## config.mk

```make
export PLATFORM = sky130hd
export DESIGN_NAME = frame_rx_parser
export DESIGN_NICKNAME = d
export VERILOG_FILES = /design/src/rtl/frp_pkg.sv /design/src/rtl/frp_timer.sv /design/src/rtl/frp_ctrl.sv /design/src/rtl/frame_rx_parser.sv
export SDC_FILE = /design/constraint.sdc
export NUM_CORES = 1
export LEC_CHECK = 0
export BUFFER_PORTS_ARGS = -buffer_cell sky130_fd_sc_hd__buf_2
export CAP_MARGIN = 20
export CELL_PAD_IN_SITES_DETAIL_PLACEMENT = 1
export CELL_PAD_IN_SITES_GLOBAL_PLACEMENT = 2
export CORE_MARGIN = 2
export CORE_UTILIZATION = 39
export CTS_CLUSTER_DIAMETER = 40
export DETAILED_ROUTE_END_ITERATION = 8
export GPL_ROUTABILITY_DRIVEN = 0
export PLACE_DENSITY = 0.82
export SLEW_MARGIN = 20
export SYNTH_ARGS = -nofsm -noshare
export SYNTH_HDL_FRONTEND = slang
export SYNTH_SLANG_ARGS = --single-unit
```

## constraint.sdc

```tcl
create_clock -name clk -period 3.8 [get_ports clk]
set_input_delay 0.19 -clock clk [delete_from_list [all_inputs] [get_ports clk]]
set_output_delay 0.19 -clock clk [all_outputs]
set_load 0.05 [all_outputs]
```

## src/rtl/frp_pkg.sv

```systemverilog
package frp_pkg;
   typedef enum logic [2:0] {
      PS_IDLE  = 3'd0,
      PS_SYNC  = 3'd1,
      PS_CNTHI = 3'd2,
      PS_CNTLO = 3'd3,
      PS_STORE = 3'd4,
      PS_RECOV = 3'd5
   } parse_st_t;

   localparam logic [7:0] MARK_A    = 8'h02;
   localparam logic [7:0] MARK_B    = 8'h55;
   localparam logic [7:0] BAD_MARKA = 8'hA0;
   localparam logic [7:0] BAD_MARKB = 8'h15;
endpackage

```

## src/rtl/frp_timer.sv

```systemverilog
module frp_timer #(
   parameter int TMO_TICKS = 2,
   localparam int TW = $clog2(TMO_TICKS + 1)
) (
   input  logic clk,
   input  logic rst_n,
   input  logic load,
   input  logic clear,
   input  logic tick,
   output logic expire
);
   logic [TW-1:0] cnt_q;

   assign expire = tick && !load && !clear && (cnt_q == TW'(1));

   always_ff @(posedge clk or negedge rst_n) begin
      if (!rst_n)
         cnt_q <= '0;
      else if (clear)
         cnt_q <= '0;
      else if (load)
         cnt_q <= TW'(TMO_TICKS);
      else if (tick && cnt_q != '0)
         cnt_q <= cnt_q - TW'(1);
   end
endmodule

```

## src/rtl/frp_ctrl.sv

```systemverilog
module frp_ctrl
   import frp_pkg::*;
#(
   parameter int BUF_BYTES  = 64,
   parameter int TRAILER    = 4,
   parameter int RCV_IDX    = 1,
   parameter bit RECOVER_EN = 1'b1,
   localparam int PW        = $clog2(BUF_BYTES),
   localparam int MAX_LEN   = BUF_BYTES - 7
) (
   input  logic          clk,
   input  logic          rst_n,
   input  logic          accept,
   input  logic [7:0]    data,
   input  logic          expire,
   output logic          wr_en,
   output logic [PW-1:0] wr_addr,
   output logic          done_now,
   output logic [7:0]    rcv_now,
   output logic          tmo_clear,
   output logic          frame_done,
   output logic [15:0]   frame_len,
   output logic [7:0]    frame_rcv
);
   parse_st_t     st_q, st_n;
   logic [15:0]   len_q, len_n;
   logic [PW-1:0] wptr_q, wptr_n;
   logic [7:0]    rcv_q, rcv_n;
   logic          bad_start;
   logic [16:0]   cnt_next, cnt_goal;

   generate
      if (RECOVER_EN) begin : g_recov
         assign bad_start = (data == BAD_MARKA);
      end else begin : g_norecov
         assign bad_start = 1'b0;
      end
   endgenerate

   assign cnt_next = {{(17-PW){1'b0}}, wptr_q} + 17'd1;
   assign cnt_goal = {1'b0, len_q} + 17'(TRAILER);
   assign wr_addr  = wptr_q;
   assign rcv_now  = (wptr_q == PW'(RCV_IDX)) ? data : rcv_q;

   always_comb begin
      st_n      = st_q;
      len_n     = len_q;
      wptr_n    = wptr_q;
      rcv_n     = rcv_q;
      wr_en     = 1'b0;
      done_now  = 1'b0;
      tmo_clear = 1'b0;
      if (expire) begin
         st_n   = PS_IDLE;
         wptr_n = '0;
      end
      if (accept) begin
         unique case (st_q)
            PS_IDLE: begin
               if (data == MARK_A)  st_n = PS_SYNC;
               else if (bad_start)  st_n = PS_RECOV;
            end
            PS_SYNC:  st_n = (data == MARK_B) ? PS_CNTHI : PS_IDLE;
            PS_CNTHI: begin
               len_n[15:8] = data;
               st_n        = PS_CNTLO;
            end
            PS_CNTLO: begin
               len_n[7:0] = data;
               wptr_n     = '0;
               st_n = ({len_q[15:8], data} > 16'(MAX_LEN)) ? PS_IDLE : PS_STORE;
            end
            PS_STORE: begin
               wr_en  = 1'b1;
               wptr_n = wptr_q + PW'(1);
               if (wptr_q == PW'(RCV_IDX)) rcv_n = data;
               if (cnt_next == cnt_goal) begin
                  done_now  = 1'b1;
                  tmo_clear = 1'b1;
                  wptr_n    = '0;
                  st_n      = PS_IDLE;
               end
            end
            PS_RECOV: begin
               if (data == BAD_MARKB) begin
                  len_n[15:8] = 8'h00;
                  st_n        = PS_CNTLO;
               end else begin
                  st_n = PS_IDLE;
               end
            end
            default: st_n = PS_IDLE;
         endcase
      end
   end

   always_ff @(posedge clk or negedge rst_n) begin
      if (!rst_n) begin
         st_q       <= PS_IDLE;
         len_q      <= '0;
         wptr_q     <= '0;
         rcv_q      <= '0;
         frame_done <= 1'b0;
         frame_len  <= '0;
         frame_rcv  <= '0;
      end else begin
         st_q       <= st_n;
         len_q      <= len_n;
         wptr_q     <= wptr_n;
         rcv_q      <= rcv_n;
         frame_done <= done_now;
         if (done_now) begin
            frame_len <= len_q;
            frame_rcv <= rcv_now;
         end
      end
   end
endmodule

```

## src/rtl/frame_rx_parser.sv

```systemverilog
module frame_rx_parser #(
   parameter int BUF_BYTES  = 64,
   parameter int TRAILER    = 4,
   parameter int RCV_IDX    = 1,
   parameter int TMO_TICKS  = 2,
   parameter int LOCK_MIN   = 3,
   parameter bit RECOVER_EN = 1'b1,
   localparam int PW        = $clog2(BUF_BYTES)
) (
   input  logic          clk,
   input  logic          rst_n,
   input  logic          rx_valid,
   input  logic [7:0]    rx_data,
   input  logic          tick,
   input  logic          rx_rearm,
   output logic          wr_en,
   output logic [PW-1:0] wr_addr,
   output logic [7:0]    wr_data,
   output logic          frame_done,
   output logic [15:0]   frame_len,
   output logic [7:0]    frame_rcv,
   output logic          rx_locked
);
   generate
      if (BUF_BYTES < 8) begin : g_bad_buf
         $error("BUF_BYTES must be at least 8");
      end
      if (TRAILER <= RCV_IDX || TRAILER > 7) begin : g_bad_trl
         $error("TRAILER must exceed RCV_IDX and be at most 7");
      end
      if (TMO_TICKS < 1) begin : g_bad_tmo
         $error("TMO_TICKS must be at least 1");
      end
   endgenerate

   logic       accept, expire, done_now, tmo_clear, lock_q;
   logic [7:0] rcv_now;

   assign accept    = rx_valid && !lock_q;
   assign wr_data   = rx_data;
   assign rx_locked = lock_q;

   frp_timer #(.TMO_TICKS(TMO_TICKS)) u_tmr (
      .clk(clk), .rst_n(rst_n), .load(accept), .clear(tmo_clear),
      .tick(tick), .expire(expire)
   );

   frp_ctrl #(
      .BUF_BYTES(BUF_BYTES), .TRAILER(TRAILER), .RCV_IDX(RCV_IDX),
      .RECOVER_EN(RECOVER_EN)
   ) u_ctrl (
      .clk(clk), .rst_n(rst_n), .accept(accept), .data(rx_data),
      .expire(expire), .wr_en(wr_en), .wr_addr(wr_addr),
      .done_now(done_now), .rcv_now(rcv_now), .tmo_clear(tmo_clear),
      .frame_done(frame_done), .frame_len(frame_len), .frame_rcv(frame_rcv)
   );

   always_ff @(posedge clk or negedge rst_n) begin
      if (!rst_n)
         lock_q <= 1'b0;
      else if (rx_rearm)
         lock_q <= 1'b0;
      else if (done_now && rcv_now >= 8'(LOCK_MIN))
         lock_q <= 1'b1;
   end
endmodule

```

After elaboration in Yosys (flattened, before gate mapping)

Cells that the tools add are included.

Add/sub/neg operators: 4
$mul: 0
Divide/modulo/power cells: 0
Order comparisons: 2
Equality and inequality tests: 13
Shift operators: 0
Multiplexer cells: 26
Bitwise gates (word level): 0
Reduce and logical (&&, ||, !) cells: 17

Operators by type and width:

| kind                                                | number |
|---|---|
| 2-to-1 mux 3 bit                                    | 6 |
| 2-to-1 mux 6 bit                                    | 3 |
| one-hot mux 3 bit (6 select lines)                  | 1 |
| adder 16 x 3 -> 17 bit, second input constant       | 1 |
| equality test 17 bit                                | 1 |
| > comparator 16 x 6 -> 1 bit, second input constant | 1 |
| 2-to-1 mux 8 bit                                    | 2 |
| one-hot mux 8 bit (2 select lines)                  | 1 |
| one-hot mux 6 bit (2 select lines)                  | 1 |
| 2-to-1 mux 2 bit                                    | 5 |
| equality test 8 x 2 -> 1 bit, second input constant | 1 |
| equality test 8 x 5 -> 1 bit, second input constant | 1 |
| equality test 8 x 7 -> 1 bit, second input constant | 1 |
| equality test 8 bit, second input constant          | 1 |
| >= comparator 8 x 2 -> 1 bit, second input constant | 1 |
| adder 6 x 1 -> 7 bit, second input constant         | 1 |
| 2-to-1 mux 1 bit                                    | 7 |
| adder 6 x 1 -> 6 bit, second input constant         | 1 |
| equality test 3 x 2 -> 1 bit, second input constant | 2 |
| equality test 3 bit, second input constant          | 2 |
| equality test 6 x 1 -> 1 bit, second input constant | 1 |
| logical AND 1 bit                                   | 6 |
| nonzero test 2 bit                                  | 3 |
| AND reduction 2 bit                                 | 2 |
| other kinds (8)                                     | 10 |

Register bits: 61
Latch bits: 0
RAM bits: 0
Bits in read-only memories: 0
Input bits: 13
Output and inout port bits: 41
Memories kept: 0

Longest topological paths before layout

Gate-level depths: netlist of the first run.

Depth in word-level cells: 13
Gate-level depth with buffers: 10

Cells and area by module

A second synthesis of the first run with hierarchy kept.

Cell total of the unflattened synthesis: 331
Area total of the unflattened synthesis: 3514.6 um^2

By module, submodules not included:

| module          | instances | cells an instance | area an instance (um^2) |
|---|---|---|---|
| frp_ctrl        | 1         | 302               | 3255.6 |
| frp_timer       | 1         | 14                | 137.6 |
| frame_rx_parser | 1         | 15                | 121.4 |

Least setup slack after synthesis of the first run

No wires, ideal clock.

Path kind: flip-flop to flip-flop
Start: reg u_ctrl.wptr_q[0], in the netlist u_ctrl.wr_addr[0]
End: reg u_ctrl.frame_len[0]
Library setup time: 0.125 ns
Arrival time: 2.788 ns
Required time: 3.675 ns
Path slack: 0.886 ns
Stages on the path, launching flop included: 10
Period minus slack after synthesis: 2.914 ns
Cell sequence: dfrtp_1 ha_1 nand2_1 o2111a_1 or4_4 mux2i_2 nor3_2 nand2_4 buf_12 mux2_4

Word-level cells in the longest chain between the ends: 5

Ends and longest elaborated chain:

| item                     | line            | text |
|---|---|---|
| start: declaration       | frp_ctrl.sv:27  | `logic [PW-1:0] wptr_q, wptr_n;` |
| start signal: assignment | frp_ctrl.sv:109 | `wptr_q <= wptr_n;` |
| adder 6 x 1 -> 7 bit     | frp_ctrl.sv:40  | `assign cnt_next = {{(17-PW){1'b0}}, wptr_q} + 17'd1;` |
| equality test 17 bit     | frp_ctrl.sv:77  | `if (cnt_next == cnt_goal) begin` |
| 2-to-1 mux 1 bit         | frp_ctrl.sv:77  |  |
| 2-to-1 mux 1 bit         | frp_ctrl.sv:58  | `unique case (st_q)` |
| 2-to-1 mux 1 bit         | frp_ctrl.sv:57  | `if (accept) begin` |
| end signal: assignment   | frp_ctrl.sv:113 | `frame_len <= len_q;` |
| end: declaration         | frp_ctrl.sv:22  | `output logic [15:0] frame_len,` |

No other way between the ends.
A chain may end at the register's enable or synchronous reset.

Final worst setup path of the first run

Start: reg u_ctrl.wptr_q[0], in the netlist u_ctrl.wr_addr[0]
End: reg u_ctrl.frame_rcv[2]

Word-level cells in the longest chain between the ends: 5

Ends and longest elaborated chain:

| item                   | line            | text |
|---|---|---|
| adder 6 x 1 -> 7 bit   | frp_ctrl.sv:40  |  |
| equality test 17 bit   | frp_ctrl.sv:77  |  |
| 2-to-1 mux 1 bit       | frp_ctrl.sv:77  |  |
| 2-to-1 mux 1 bit       | frp_ctrl.sv:58  |  |
| 2-to-1 mux 1 bit       | frp_ctrl.sv:57  |  |
| end signal: assignment | frp_ctrl.sv:114 | `frame_rcv <= rcv_now;` |
| end: declaration       | frp_ctrl.sv:23  | `output logic [7:0] frame_rcv` |

Parallel ways exist; a longest one is shown, timed or not.

==> results_dict.tcl, run 1 <==
set metrics [dict create \
    placed_cells 443 \
    maxCapViolCount 0 \
    grt_pass1_wl_um 13700 \
    timing.final.crit_share_pct 77.0 \
    fin_crit_ps 2930 \
    die_area_mm2 0.00921 \
    ios 54 \
    grt_overflow_total 0 \
    synth_fp_nets 324 \
    synth_seq_cells 61 \
    wl_per_cell_um 18.1 \
    antenna_found_initial 0 \
    mostFrequentLayoutCells "dfrtp_1, buf_2, mux2_2" \
    endpoint_kind "flop" \
    clk_pin_slew_worst_paths_ps 80 \
    cts_setup_buffers 0 \
    clkSinkCount 61 \
    stdcell_area_mm2 0.00377 \
    leakagePower_nw 1.87 \
    setup_violations 0 \
    rsz0062_at_grt "no" \
    yosys_warnings 0 \
    rows 33 \
    skew_ps 12.9 \
    yosysSeqAreaShare_pct 46.3 \
    wl_um 8370 \
    cts_tree "built" \
    synth_ff_type "dfrtp_1" \
    r2r-start "u_ctrl.wr_addr[0]$_DFF_PN0_" \
    dieWidth_um 95.9 \
    fin_cells 461 \
    power.total_mw 1.85 \
    syn_avg_cell_area_um2 10.8 \
    viasPerCell 5.46 \
    max_freq_ghz 0.342 \
    final_nets 369 \
    core_mm2 0.00822 \
    hp-start "rx_data[2]" \
    grt_pass1_vias 2597 \
    synthCells 306 \
    cp-start-kind "flop" \
    drtAntennaViolNets 0 \
    crit_arrival_ps 3160 \
    cts_hold_buf 2 \
    die_h_um 95.9 \
    drt_first_pass_iters 4 \
    crit_fanout 26 \
    cts_buffers 9 \
    grt_usage_pct 20.0 \
    io_buffer_count 53 \
    max_slew_margin_pct 30.5 \
    dp_hpwl_um 5940 \
    final_common_cell "dfrtp_1" \
    placed_area_mm2 0.00356 \
    criticalPathCategory "reg2reg" \
    peakVddDrop_mv 0.199 \
    status "finished clean" \
    drtIter0Drc 89 \
    area_delta_synth_final_pct 14.5 \
    synth-edff-count 0 \
    worstMarginPinSlew_ps 1040 \
    tns_ps 0 \
    drive_gt1_share_pct 33.1 \
    dr_total_vias 2515 \
    cts_resized 0 \
    cts_buffer_depth 2 \
    htree_num_levels 3 \
    antenna_cells 0 \
    cts-root-buf "clkbuf_8" \
    drv_slew 0 \
    grt_max_degree 32 \
    hold_viol_final 0 \
    cp.required_ps 4030 \
    worstSetupStartpoint "u_ctrl.wr_addr[0]$_DFF_PN0_" \
    place_ws_ps 879 \
    hold_class "in2reg" \
    synth_area_mm2 0.00330 \
    synthArstFlopShare_pct 100 \
    drc 0 \
    fin_ws_ps 873 \
    synth_cell_types 56 \
    p_per_area_mw_per_mm2 490 \
    clkLatencyLatePin_ps 340 \
    start_util_pct 40.1 \
]
[critical path: stages (launching register included)]
cell and delay [ps]:
dfrtp_1 480, ha_1 350, nand2_1 150, o2111a_1 270
or4_4 530, mux2i_2 220, nor3_2 100, nand2_4 320
mux2_2 380
[cell type report]
class / count / area [um^2]
Clock buffer: 10 / 128
Timing Repair Buffer: 56 / 293
Fill cell: 926 / 4440
Sequential cell: 61 / 1530
Inverter: 16 / 60.1
Clock inverter: 6 / 63.8
Multi-Input combinational cell: 207 / 1570
Tap cell: 105 / 131
[Yosys cell counts (all sizes together), types with 2 or more instances]
cell type | count | area (um^2)
mux2 | 37 | 450
ha | 5 | 62.6
nor4 | 7 | 43.8
nand4b | 2 | 17.5
nor2 | 9 | 33.8
nor4b | 3 | 26.3
nor3 | 8 | 50.1
a311oi | 2 | 17.5
or2 | 2 | 12.5
xnor2 | 7 | 61.3
nand2b | 4 | 25.0
nor2b | 5 | 31.3
xor2 | 5 | 43.8
a211oi | 4 | 30.0
dfrtp | 61 | 1530
clkbuf | 9 | 35.0
a221o | 2 | 21.3
and2 | 11 | 70.1
nand2 | 21 | 86.3
mux2i | 3 | 33.8
nand3b | 2 | 15.0
a21oi | 7 | 35.0
o211ai | 2 | 15.0
a31oi | 3 | 18.8
buf | 13 | 103
o21ai | 15 | 75.1
inv | 16 | 60.1
and3 | 2 | 13.8
a21o | 3 | 22.5
nand3 | 18 | 95.1
nand4 | 4 | 25.0
[sequential cells by signal (all words and copies together) (netlist names)]
register	count
u_tmr.cnt_q	2
u_ctrl.frame_rcv	8
u_ctrl.len_q	16
rx_locked	1
u_ctrl.frame_done	1
u_ctrl.st_q	3
u_ctrl.wr_addr	6
u_ctrl.rcv_q	8
u_ctrl.frame_len	16
[through the flow]
step                      utilization [%]  hold WS, ps
after floorplan                         -         -106
after global placement               43.4          283
after detailed placement             43.4          296
after CTS                            45.9          183
after global routing                 45.9          211
final                                45.9          194
[path summary, 6_finish.rpt]
| check | slack (ps) | end | depth (start not counted) |
|---|---|---|---|
| max in group asynchronous | 2470 | u_ctrl.len_q[7]$_DFFE_PN0P_ | 3 |
| min | 190 | u_ctrl.len_q[10]$_DFFE_PN0P_ | 3 |
| max | 870 | u_ctrl.frame_rcv[2]$_DFFE_PN0P_ | 8 |
| min reg2reg | 490 | u_ctrl.frame_len[7]$_DFFE_PN0P_ | 1 |
| min in group asynchronous | 430 | u_ctrl.wr_addr[0]$_DFF_PN0_ | 2 |
| max reg2reg | 870 | u_ctrl.frame_rcv[2]$_DFFE_PN0P_ | 8 |
[where the power goes]
group          total [mW]  switching (mW)  internal, mW  leakage, nW
sequential          0.851           0.115         0.736        0.819
clock               0.575           0.273         0.302       0.0923
combinational       0.424           0.249         0.175        0.963
total                1.85           0.637          1.21         1.87
[layer usage]
layer / track usage [%] / up-vias / share of wire (%)
li1: - / 1177 / -
met1: 26.9 / 1272 / 49
met2: 32.1 / 57 / 47
met3: 3.29 / 9 / 3.2
met4: 8.21 / 0 / 1.4
met5: 0 / - / 0
[kinds of logic (layout without fill, tap and decap cells)]
| family | after synthesis | after routing | share of synthesized area (%) |
|---|---|---|---|
| and+or+nand+nor | 101 | 101 | 17.3 |
| DFF | 61 | 61 | 46.3 |
| AOI/OAI and AO/OA | 48 | 48 | 9.91 |
| muxes | 40 | 40 | 14.7 |
| buffers and inverters | 38 | 88 | 6.00 |
| xor gates and xnor gates | 13 | 13 | 3.91 |
| adders and majority gates | 5 | 5 | 1.90 |
Note: power is estimated with default switching activity, not from simulation.
==> run 2, diff against run 1 <==
ABC_AREA = 1   (was not set)
CORE_UTILIZATION = 29   (was 39)
PLACE_DENSITY = 0.74   (was 0.82)
clock period = 2.5 ns   (was 3.8 ns; I/O delays follow)
==> run 2 against run 1 <==
  * Synthesized cell count up 70%
  * Final cell count up 65%
  * Synthesized area increased by 12%
==> results_dict.tcl, run 2 <==
set metrics [dict create \
    synth_cell_types 35 \
    synth_seq_cells 61 \
    timing.final.crit_share_pct 90.2 \
    wl_um 11500 \
    leakagePower_nw 2.60 \
    grt_pass1_vias 3594 \
    fillers 1610 \
    top_regs "u_ctrl.frame_len: 16 flops, u_ctrl.len_q: 16 flops" \
    crit_fanout 8 \
    drive_gt1_share_pct 18.9 \
    cp-start-kind "flop" \
    cp_common_cell "nand2_1" \
    final_common_cell "nand2_1" \
    crit_arrival_ps 2470 \
    yosys.cell_count.top_type "nand2_1" \
    clkSinkCount 61 \
    synth_ff_type "dfrtp_1" \
    rrSetupSlack_ps 250 \
    die_area_mm2 0.0137 \
    dieWidth_um 117 \
    dr_total_vias 3549 \
    max_stage_delay_ps 440 \
    rsz0062_at_grt "no" \
    drc 0 \
    wl_per_cell_um 15.2 \
    mostFrequentLayoutCells "nand2_1, inv_1, dfrtp_1" \
    yosysTopAreaCellShare_pct 41.2 \
    grt_pass1_wl_um 18700 \
    yosys_warnings 0 \
    synth_area_mm2 0.00370 \
    endpoint_kind "flop" \
    fin_crit_ps 2250 \
    grt_usage_pct 17.9 \
    synth_fp_nets 538 \
    antenna_found_initial 0 \
    yosysSeqAreaShare_pct 41.2 \
    hold_viol_final 0 \
    max_freq_ghz 0.443 \
    tns_ps 0 \
    drt_first_pass_iters 4 \
    timing.critical_path.buf_inv 1 \
    cts_buffer_depth 2 \
    status "finished clean" \
    cts-root-buf "clkbuf_16" \
    viasPerCell 4.68 \
    setup_violations 0 \
    synth-edff-count 0 \
    grt_max_degree 33 \
    cts_buffers 9 \
    drtIter0Drc 152 \
    worstMarginPinSlew_ps 923 \
    drtAntennaViolNets 0 \
    cts_tree "built" \
    io_buffer_count 53 \
    hold_class "in2reg" \
    crit_chain "ha_1 -> nand2_2 -> inv_2 -> nand3_2 -> nand2_1 -> nand2_1 -> nor2_1 -> nand2_1 -> nor2_4 -> nand3_4 -> nor2_8 -> nand3_4 -> nand2_1 -> nand2_1" \
    p_per_area_mw_per_mm2 806 \
    synthArstFlopShare_pct 100 \
    htree_num_levels 3 \
    synthCells 520 \
    rows 41 \
    die_h_um 117 \
    cp.required_ps 2720 \
    clkLatencyLatePin_ps 340 \
    core_mm2 0.0125 \
    grt_overflow_total 0 \
    final_nets 600 \
    synth_area_leaders "dfrtp_1, nand2_1, inv_1" \
    clk_pin_slew_worst_paths_ps 50 \
    area_delta_synth_final_pct 23.0 \
    path_delay_family "simple AND/OR/NAND/NOR gates" \
    ios 54 \
    peakVddDrop_mv 0.294 \
    dp_hpwl_um 8840 \
    criticalPathCategory "reg2reg" \
    antenna_cells 0 \
    cpMaxStageDelayCell "dfrtp_1" \
    synth_top_area_cell "dfrtp_1" \
    maxCapViolCount 0 \
    skew_ps 7.56 \
    start_util_pct 29.6 \
    holdWs_ps 111 \
    drv_slew 0 \
    syn_avg_cell_area_um2 7.12 \
    max_slew_margin_pct 38.0 \
    netlist_top_cells_count "nand2_1, inv_1, dfrtp_1" \
]
-- run 2: layer usage --
layer | GRT usage [%] | vias to the layer above | part of all wire (%)
met1 | 24.3 | 1697 | 49
li1 | - | 1783 | -
met5 | 0 | - | 0
met4 | 4.47 | 0 | 1.0
met2 | 29.4 | 60 | 47
met3 | 3.55 | 9 | 3.0
-- run 2: path summary, 6_finish.rpt --
path                                               endpoint                       startpoint  depth (start not counted)
min in group asynchronous       u_ctrl.wr_addr[2]$_DFF_PN0_                            rst_n                          2
setup reg to reg            u_ctrl.frame_len[6]$_DFFE_PN0P_      u_ctrl.len_q[2]$_DFFE_PN0P_                         14
hold reg to reg             u_ctrl.frame_len[7]$_DFFE_PN0P_  u_ctrl.frame_len[7]$_DFFE_PN0P_                          2
setup / recovery            u_ctrl.frame_len[6]$_DFFE_PN0P_      u_ctrl.len_q[2]$_DFFE_PN0P_                         14
hold / removal                  u_ctrl.len_q[7]$_DFFE_PN0P_                       rx_data[7]                          3
max in group asynchronous  u_ctrl.frame_len[15]$_DFFE_PN0P_                            rst_n                          3
-- run 2: final cells by class --
class,count,area [um^2],share of cell area (%)
multi-input combinational,357,1760,38.5
timing repair buffer,70,402,8.82
sequential,61,1530,33.6
clock buffer,12,246,5.41
tap,172,215,4.73
inverter,83,312,6.84
clock inverter,4,95.1,2.09
-- run 2: per-stage QoR --
step / utilization [%] / setup slack (ps) / power, mW / cell area, um^2 / std cells
CTS: 36.1 / 158 / 3.70 / 4520 / 757
floorplan: - / 174 / 1.90 / 3700 / 520
detailed placement: 33.2 / 163 / 2.24 / 4160 / 739
global placement: 33.2 / 217 / 2.22 / 4160 / 739
global route: 36.4 / 28.8 / 3.91 / 4550 / 759
finish: 36.4 / 245 / 3.67 / 4550 / 759
-- run 2: what timing repair did --
action                                  in CTS  in global routing
gates resized for setup                      0                  4
setup buffers                                0                  1
endpoints found under the setup margin       0                 15
hold endpoints to repair                    62                  0
hold buffers                                 2                  0
-- run 2: logic make-up after synthesis --
logic type	after synthesis	synth area share, %
AOI/OAI and AO/OA	49	7.20
and+or+nand+nor	302	38.1
adders and majority gates	5	1.69
buffers and inverters	103	11.8
DFF	61	41.2
-- run 2: where the power goes --
| part | internal (mW) | switching, mW |
|---|---|---|
| sequential | 1.09 | 0.102 |
| combinational | 0.314 | 0.730 |
| clock | 0.999 | 0.434 |
| total | 2.40 | 1.27 |
-- run 2: worst register-to-register path: stages, from the launching register on --
cell	delay, ps
dfrtp_1	440
ha_1	240
nand2_2	100
inv_2	120
nand3_2	110
nand2_1	80
nand2_1	50
nor2_1	160
nand2_1	120
nor2_4	110
nand3_4	90
nor2_8	170
nand3_4	180
nand2_1	120
nand2_1	60
==> run 3, diff against run 2 <==
--- a/config.mk
+++ b/config.mk
@@ -10,7 +10,7 @@
 export CAP_MARGIN = 20
 export CELL_PAD_IN_SITES_DETAIL_PLACEMENT = 1
-export CELL_PAD_IN_SITES_GLOBAL_PLACEMENT = 2
+export CELL_PAD_IN_SITES_GLOBAL_PLACEMENT = 1
 export CORE_MARGIN = 2
-export CORE_UTILIZATION = 29
+export CORE_UTILIZATION = 37
 export CTS_CLUSTER_DIAMETER = 40
 export DETAILED_ROUTE_END_ITERATION = 8
==> constraint.sdc (replaced) <==
create_clock -name clk -period 2.5 [get_ports clk]
set_input_delay 0.125 -clock clk [delete_from_list [all_inputs] [get_ports clk]]
set_output_delay 0.125 -clock clk [all_outputs]
set_load 0.005 [all_outputs]
==> run 3 against run 2 <==
  * Largest cell class unchanged
  * Maximum frequency is 3.6% lower
  * Critical path depth stayed put
  * Die area is 21% lower
==> results_dict.tcl, run 3 (synthesized netlist as in run 2, its figures left out) <==
set metrics [dict create \
    final_common_cell "nand2_1" \
    dieWidth_um 104 \
    endpoint_kind "flop" \
    min_to "u_ctrl.len_q[7]$_DFFE_PN0P_" \
    cp-start-kind "flop" \
    hold_class "in2reg" \
    setup_violations 0 \
    rows 36 \
    drt_first_pass_iters 4 \
    p_comb_share_pct 29.3 \
    skew_ps 9.74 \
    p_clk_share_pct 35.5 \
    reg2regPathDepth 14 \
    fillers 1288 \
    r2r-start "u_ctrl.wr_addr[0]$_DFF_PN0_" \
    dr_total_vias 3661 \
    rr_endpoint "u_ctrl.frame_rcv[5]$_DFFE_PN0P_" \
    final_nets 604 \
    cpMaxStageDelayCell "dfrtp_2" \
    worstMarginPinSlew_ps 916 \
    max_slew_margin_pct 38.4 \
    crit_fanout 7 \
    placed_cells 696 \
    wl_um 11700 \
    die_h_um 104 \
    stdcell_area_mm2 0.00447 \
    fin_ws_ps 160 \
    htree_num_levels 3 \
    drtAntennaViolNets 0 \
    swShare_pct 34.2 \
    hold_depth 3 \
    seqCellArea_mm2 0.00153 \
    grt_usage_pct 21.8 \
    cts-root-buf "clkbuf_8" \
    io_buffer_count 53 \
    place_ws_ps 39.2 \
    criticalPathCategory "reg2reg" \
    die_area_mm2 0.0108 \
    antenna_cells 0 \
    grt_overflow_total 0 \
    top_regs "u_ctrl.frame_len: 16 flops, u_ctrl.len_q: 16 flops" \
    wl_per_cell_um 16.1 \
    cp_common_cell "nand2_1" \
    multi_input_area_mm2 0.00177 \
    core_mm2 0.00973 \
    fin_cells 724 \
    placed_area_mm2 0.00408 \
    holdWs_ps 84.9 \
    cts_buffer_depth 2 \
    antenna_found_initial 0 \
    start_util_pct 38.1 \
    clkSinkCount 61 \
    rrSetupSlack_ps 160 \
    drtIter0Drc 120 \
    fin_crit_ps 2340 \
    ios 54 \
    clkLatencyLatePin_ps 340 \
    peakVddDrop_mv 0.345 \
    leakagePower_nw 2.57 \
    cts_tree "built" \
    crit_chain "ha_1 -> inv_1 -> nand2_1 -> nand2_1 -> nor2_1 -> nand3_1 -> nor2_1 -> nand2_1 -> nor2_4 -> nand3_4 -> nor2_8 -> buf_4 -> nand4_1 -> nand2_1" \
    clk_pin_slew_worst_paths_ps 80 \
    crit_arrival_ps 2620 \
    timing.critical_path.buf_inv 2 \
    switching_power_mw 1.15 \
    internal_power_mw 2.21 \
    p_seq_share_pct 35.1 \
    cts_buffers 9 \
    path_delay_family "simple AND/OR/NAND/NOR gates" \
    grt_pass1_wl_um 18700 \
    viasPerCell 5.06 \
    power.total_mw 3.36 \
    area_delta_synth_final_pct 20.8 \
    p_per_area_mw_per_mm2 751 \
    mostFrequentLayoutCells "nand2_1, inv_1, dfrtp_1" \
    timing.final.crit_share_pct 93.6 \
    cp.required_ps 2780 \
    drive_gt1_share_pct 20.3 \
    hp-start "rx_data[7]" \
    maxCapViolCount 0 \
    max_freq_ghz 0.427 \
    drc 0 \
    dp_hpwl_um 8700 \
    utilization_pct 46.0 \
    drv_slew 0 \
    status "finished clean" \
    hold_viol_final 0 \
    grt_max_degree 34 \
    tns_ps 0 \
    grt_pass1_vias 3693 \
    max_stage_delay_ps 440 \
]
[run 3: timing repair]
item                                    in CTS  in global routing
endpoints found under the hold margin       32                  0
hold buffers                                 2                  0
gates resized for setup                      0                  6
setup buffers                                0                  8
endpoints found under the setup margin       0                 30
[run 3: worst min-delay path, cell delays in order]
cell	delay, ps
buf_2	130
nand2_1	60
o21ai_0	70
[run 3: final cells by class]
class / instances / share of cell area (%)
clock inverters: 7 / 3.25
clock buffers: 9 / 2.77
inverters: 83 / 6.97
repair buffers: 73 / 9.40
well taps: 133 / 3.72
flip-flops and latches: 61 / 34.2
multi-input cells: 358 / 39.7
[run 3: worst max path at each step]
stage	from	to	slack [ps]	depth (start not counted)
finish	u_ctrl.wr_addr[0]$_DFF_PN0_	u_ctrl.frame_rcv[5]$_DFFE_PN0P_	160	14
global route	u_ctrl.wr_addr[0]$_DFF_PN0_	u_ctrl.frame_rcv[5]$_DFFE_PN0P_	-30	14
CTS	u_ctrl.wr_addr[1]$_DFF_PN0_	u_ctrl.frame_len[5]$_DFFE_PN0P_	3	15
detailed placement	u_ctrl.wr_addr[1]$_DFF_PN0_	u_ctrl.frame_rcv[0]$_DFFE_PN0P_	40	15
global placement	u_ctrl.wr_addr[0]$_DFF_PN0_	u_ctrl.frame_len[2]$_DFFE_PN0P_	180	14
floorplan	u_ctrl.wr_addr[0]$_DFF_PN0_	u_tmr.cnt_q[1]$_DFFE_PN0P_	510	15
[run 3: routing by layer]
metal	track usage (%)	routed length (um)	part of all wire, %	vias up
li1	-	-	-	1787
met1	28.5	5300	45	1783
met2	36.7	5730	49	73
met3	4.14	493	4.2	18
met4	6.76	169	1.4	0
met5	0	0	0	-
[run 3: power by group through the flow]
stage | clock, mW | sequential, mW | combinational [mW]
finish | 1.19 | 1.18 | 0.985
global route | 1.26 | 1.19 | 1.15
CTS | 1.21 | 1.19 | 0.925
detailed placement | 0 | 1.21 | 0.899
global placement | 0 | 1.19 | 0.863
floorplan | 0 | 1.18 | 0.572
